--- src/rtl/lru_matrix_pkg.sv ---
// Package: shared helpers for the matrix LRU tracker.
// Assumes: ways >= 1.
package lru_matrix_pkg;
    // Width of a way index; at least one bit even for a single way
    function automatic int unsigned idx_width(input int unsigned ways);
        return (ways > 1) ? $clog2(ways) : 1;
    endfunction
endpackage

--- src/rtl/lru_row_store.sv ---
// Module: holds the WAYS x WAYS recency matrix of one set and applies the
// row-set / column-clear update on a use strobe in a single cycle.
// Assumes: the caller guards nothing; out-of-range way indices are dropped here.
// Layout: bit (r*WAYS + c) is row r, column c.
module lru_row_store #(
    parameter int unsigned WAYS  = 4,
    parameter int unsigned IDX_W = 2
) (
    input  logic                    clk,
    input  logic                    rst_n,
    input  logic                    use_valid_i,
    input  logic [IDX_W-1:0]        use_way_i,
    output logic [WAYS*WAYS-1:0]    rows_o
);
    logic [WAYS*WAYS-1:0] mat_q;
    logic [WAYS*WAYS-1:0] mat_nxt;
    logic                 way_ok;

    // Accept only indices that name an existing way
    always_comb way_ok = (int'(use_way_i) < int'(WAYS));

    // Build the next matrix: used row to ones, then used column to zeros
    always_comb begin
        mat_nxt = mat_q;
        for (int r = 0; r < int'(WAYS); r++) begin
            for (int c = 0; c < int'(WAYS); c++) begin
                if (r == int'(use_way_i))
                    mat_nxt[r*WAYS + c] = (c != int'(use_way_i));
                else if (c == int'(use_way_i))
                    mat_nxt[r*WAYS + c] = 1'b0;
            end
        end
    end

    // Matrix register with synchronous active-low clear
    always_ff @(posedge clk) begin
        if (!rst_n)
            mat_q <= '0;
        else if (use_valid_i && way_ok)
            mat_q <= mat_nxt;
    end

    assign rows_o = mat_q;


    idle_hold_chk: assert property (@(posedge clk) disable iff (!rst_n)
        !use_valid_i |=> $stable(mat_q));
endmodule

--- src/rtl/lru_min_pick.sv ---
// Module: selects the way whose row, read with column 0 as MSB, is smallest.
// Assumes: a strict less-than scan, so ties resolve to the lowest index.
module lru_min_pick #(
    parameter int unsigned WAYS  = 4,
    parameter int unsigned IDX_W = 2
) (
    input  logic [WAYS*WAYS-1:0] rows_i,
    output logic [IDX_W-1:0]     victim_o
);
    logic [WAYS-1:0] key [WAYS];
    int unsigned     best;

    // Reverse each row so that column 0 lands in the MSB of its key
    always_comb begin
        for (int k = 0; k < int'(WAYS); k++)
            for (int c = 0; c < int'(WAYS); c++)
                key[k][WAYS-1-c] = rows_i[k*WAYS + c];
    end

    // Linear minimum scan, lower index kept on equal keys
    always_comb begin
        best = 0;
        for (int unsigned k = 1; k < WAYS; k++)
            if (key[k] < key[best]) best = k;
        victim_o = IDX_W'(best);
    end
endmodule

--- src/rtl/lru_rank_count.sv ---
// Module: reports each way's recency rank as the popcount of its row.
// Assumes: a row never holds more than WAYS-1 ones (diagonal stays clear).
module lru_rank_count #(
    parameter int unsigned WAYS  = 4,
    parameter int unsigned IDX_W = 2
) (
    input  logic [WAYS*WAYS-1:0]  rows_i,
    output logic [WAYS*IDX_W-1:0] rank_o
);
    for (genvar k = 0; k < int'(WAYS); k++) begin : g_rank
        // Count the ones of row k
        always_comb rank_o[k*IDX_W +: IDX_W] = IDX_W'($countones(rows_i[k*WAYS +: WAYS]));
    end
endmodule

--- src/rtl/lru_matrix_unit.sv ---
// Module: top of the per-set matrix LRU tracker. Ties the matrix store to the
// victim selector and the rank counter.
// Assumes: one instance per cache set; use indices >= WAYS are ignored.
module lru_matrix_unit #(
    parameter int unsigned WAYS  = 4,
    localparam int unsigned IDX_W = lru_matrix_pkg::idx_width(WAYS)
) (
    input  logic                    clk,
    input  logic                    rst_n,
    input  logic                    use_valid_i,
    input  logic [IDX_W-1:0]        use_way_i,
    output logic [IDX_W-1:0]        victim_way_o,
    output logic [WAYS*IDX_W-1:0]   rank_o
);
    logic [WAYS*WAYS-1:0] rows;

    lru_row_store #(.WAYS(WAYS), .IDX_W(IDX_W)) u_store (
        .clk(clk), .rst_n(rst_n), .use_valid_i(use_valid_i),
        .use_way_i(use_way_i), .rows_o(rows));

    lru_min_pick #(.WAYS(WAYS), .IDX_W(IDX_W)) u_pick (
        .rows_i(rows), .victim_o(victim_way_o));

    lru_rank_count #(.WAYS(WAYS), .IDX_W(IDX_W)) u_rank (
        .rows_i(rows), .rank_o(rank_o));

    // Assertion support: remember the previous accepted use
    logic [IDX_W-1:0] chk_way_q;
    logic             chk_use_q;
    logic             use_ok;
    always_comb use_ok = use_valid_i && (int'(use_way_i) < int'(WAYS));
    // Track the last accepted use for the checks below
    always_ff @(posedge clk) begin
        if (!rst_n) begin
            chk_use_q <= 1'b0;
            chk_way_q <= '0;
        end else begin
            chk_use_q <= use_ok;
            chk_way_q <= use_way_i;
        end
    end


    used_is_mru_chk: assert property (@(posedge clk) disable iff (!rst_n)
        chk_use_q |-> rank_o[chk_way_q*IDX_W +: IDX_W] == IDX_W'(WAYS-1));


    victim_rank_zero_chk: assert property (@(posedge clk) disable iff (!rst_n)
        rank_o[victim_way_o*IDX_W +: IDX_W] == '0);


    repeat_use_stable_chk: assert property (@(posedge clk) disable iff (!rst_n)
        (use_ok && chk_use_q && use_way_i == chk_way_q) |=> $stable(rank_o));

    if (WAYS > 1) begin : g_multi

        used_not_victim_chk: assert property (@(posedge clk) disable iff (!rst_n)
            chk_use_q |-> victim_way_o != chk_way_q);
    end else begin : g_single

        single_way_chk: assert property (@(posedge clk) disable iff (!rst_n)
            victim_way_o == '0 && rank_o == '0);
    end
endmodule

--- config.mk ---
export PLATFORM = sky130hd
export DESIGN_NAME = lru_matrix_unit
export DESIGN_NICKNAME = d
export VERILOG_FILES = /design/src/rtl/lru_matrix_pkg.sv /design/src/rtl/lru_row_store.sv /design/src/rtl/lru_min_pick.sv /design/src/rtl/lru_rank_count.sv /design/src/rtl/lru_matrix_unit.sv
export SDC_FILE = /design/constraint.sdc
export NUM_CORES = 1
export LEC_CHECK = 0
export ABC_AREA = 1
export BUFFER_PORTS_ARGS = -buffer_cell sky130_fd_sc_hd__buf_2
export CAP_MARGIN = 40
export CORE_ASPECT_RATIO = 1.1
export CORE_MARGIN = 2
export CORE_UTILIZATION = 60
export CTS_CLUSTER_SIZE = 10
export DETAILED_ROUTE_END_ITERATION = 10
export GPL_TIMING_DRIVEN = 0
export PLACE_DENSITY = 0.92
export SLEW_MARGIN = 0
export SYNTH_ARGS = -nofsm -noshare
export SYNTH_HDL_FRONTEND = slang
export SYNTH_HIERARCHICAL = 1
export SYNTH_SLANG_ARGS = --single-unit
--- constraint.sdc ---
create_clock -name clk -period 7.6 [get_ports clk]
set_clock_uncertainty 0.05 [all_clocks]
set_input_delay 0.76 -clock clk [delete_from_list [all_inputs] [get_ports clk]]
set_output_delay 0.76 -clock clk [all_outputs]
set_load 0.1 [all_outputs]
==> run metrics <==
final setup fails=0; Clock Tree Buf Depth=2; crit start category=flip-flop; Final Max Slew Viols=0; CTS H-Tree Depth=1; post-synthesis register bit count=16; critical path peak fanout=9; Post-DP HPWL=around 1900 um; ANT cells=0; FF-to-FF setup slack=6.82 ns; Area growth syn-to-layout=10.3%; worst reg2reg path endpoint=u_store/rows_o[1]; final WL=2320 um; largest net degree at the start of global routing=11; Die Y=54.6 um; Final ANT Viol Nets=0; Sink Count=16; RSZ-0062 raised after global routing=false; Worst R2R Start=u_store/rows_o[1]; Hold WC Path Type=flip-flop to flip-flop; CORE AREA=2230 um2; Die Width=50.0 um; via/cell ratio=4.78; CTS Buf Count=3; Clock Latency Late Sink=roughly 0.28 ns; peak supply drop=0.162 mV; CP arrival=between 3 and 4 ns; Residual DRC=0; Setup TNS=0 ns; post-synthesis sequential area ratio=0.230; syn_nets=228; CTS tree=done; worst-case reg-to-reg path depth=3; Rows=18; Netlist Area Pre-Place=roughly 1400 um2; Post-CTS Setup Inserts=0; Detailed Route Iter0 Violations=28; Distinct cells, synth=19; layout cell share with drive strength beyond 1=0.172; global-route total usage across every layer=0.189; filler cell count in the final layout=about 200; die area=2730 um2; DR WL/cell=9.47 um; Final min period=4.23 ns; drt pass-1 iters=4; Leak Pwr=0.000846 uW; Mapped Cells=197; first-pass GRT wire length=3850 um; WHS Path Cells=2; Fin. Hold Viols=0; kind of critical path=flip-flop to output port; HP Start=u_store/rows_o[15]; PostCTS Resize Cnt=0; Power Dens Cells=around 210 nW/um2; Clk Tree Root Cell=clkbuf_4; IO Count=15; status=finished, final reports clean; Setup crit end kind=output port; Nets=247; clock-pin slew on the worst setup and hold paths=0.09 ns; Remaining Overflow, GRT=0; Hold Path End=u_store/rows_o[15]; Slew headroom=0.679; hold buffer count at CTS=0; Tcrit/Tclk final=0.557; Avg Cell Area, Syn=7.08 um2; Layout Cells excl Fill=245; synth warn=6; Slew @ Worst Pin=0.485 ns; max reg flops=16; IO buf count=14; Final Wtd Congestion=0.788; initial antenna violation count=0; vias in the first global route=965; placed cell count=approximately 240; MaxCap Viol Count=0; Via Count=approximately 1200; fmax=236 MHz; initial core utilization=0.626; WP data required=approximately 6.8 ns
layout make-up:
type	instances	area (um2)	area share
buffer	2	16.3	0.0106
clock buffer	4	36.3	0.0236
inverter	48	181	0.118
multi-input combinational	131	877	0.570
sequential	16	320	0.208
tap	30	37.5	0.0244
timing repair buffer	14	70.1	0.0455
metal layers:
metal,GRT usage,part of all wire,wire length [um],vias up
met5,0,0,0,-
met4,0.0972,0.0034,8,0
met3,0.0164,0.014,33,2
met2,0.349,0.50,1170,10
met1,0.222,0.48,1110,531
li1,-,-,-,629
cells in the final DEF (no fill, tap or decap), drive strengths merged:
master	Yosys	final
clkbuf	0	4
nand3b	2	2
a21oi	13	13
ha	22	22
fa	4	4
nand3	7	7
clkinv	1	1
dfxtp	16	16
nor2	14	14
o21ai	10	10
inv	47	47
nand2	59	59
buf	2	16
through the flow:
stage	hold WS [ns]	util	total power [uW]	setup WS (ns)	area (um2)
after detailed placement	0.397	0.674	276	3.69	1500
after floorplan	0.380	-	254	3.79	1400
after global placement	0.395	0.674	273	3.73	1500
after global routing	0.423	0.690	353	3.07	1540
after CTS	0.412	0.690	332	3.35	1540
final	0.409	0.690	328	3.37	1540
cells by family (layout without fill, tap and decap cells):
logic type | after synthesis | count (layout) | synth area share
compound gates | 23 | 23 | 0.0987
simple gates | 82 | 82 | 0.275
flops | 16 | 16 | 0.230
buf+inv | 50 | 68 | 0.142
fa+ha+maj | 26 | 26 | 0.255
synthesized netlist by cell type, drive strengths merged:
library cell   n  area share
nor2          14       0.038
buf            2       0.012
nand2         59        0.19
fa             4       0.057
nand3          7       0.032
a21oi         13       0.063
nand3b         2       0.011
dfxtp         16        0.23
inv           47        0.13
ha            22        0.20
o21ai         10       0.036
clkinv         1      0.0036
power by group:
part / leakage (uW) / internal, uW / switching (uW)
Sequential: 0.000131 / 88.1 / 4.37
Clock: 0.0000210 / 29.2 / 25.5
Combinational: 0.000694 / 43.4 / 138
Total: 0.000846 / 161 / 168
worst max-delay path: stages, from the launching register on:
cell	delay, ns
dfxtp_1	0.40
inv_1	0.07
ha_1	0.35
a21oi_4	0.21
nand2_4	0.10
o21ai_0	0.27
ha_1	0.29
nand2_1	0.07
nand2_1	0.05
nand2_2	0.08
nand2_4	0.09
nand2_1	0.08
o21ai_1	0.07
ha_1	0.29
a21oi_1	0.14
nand2_1	0.10
nand2_1	0.06
buf_2	0.41
how the worst max path moves through the flow:
stage,startpoint,to,depth (start not counted)
6_report,u_store/rows_o[0],victim_way_o[1],17
5_1_grt,u_store/rows_o[0],victim_way_o[1],17
4_1_cts,u_store/rows_o[0],victim_way_o[0],17
3_5_place_dp,u_store/rows_o[0],victim_way_o[0],17
3_3_place_gp,u_store/rows_o[0],victim_way_o[1],17
2_1_floorplan,u_store/rows_o[0],victim_way_o[0],16
Note: power is estimated with default switching activity, not from simulation.
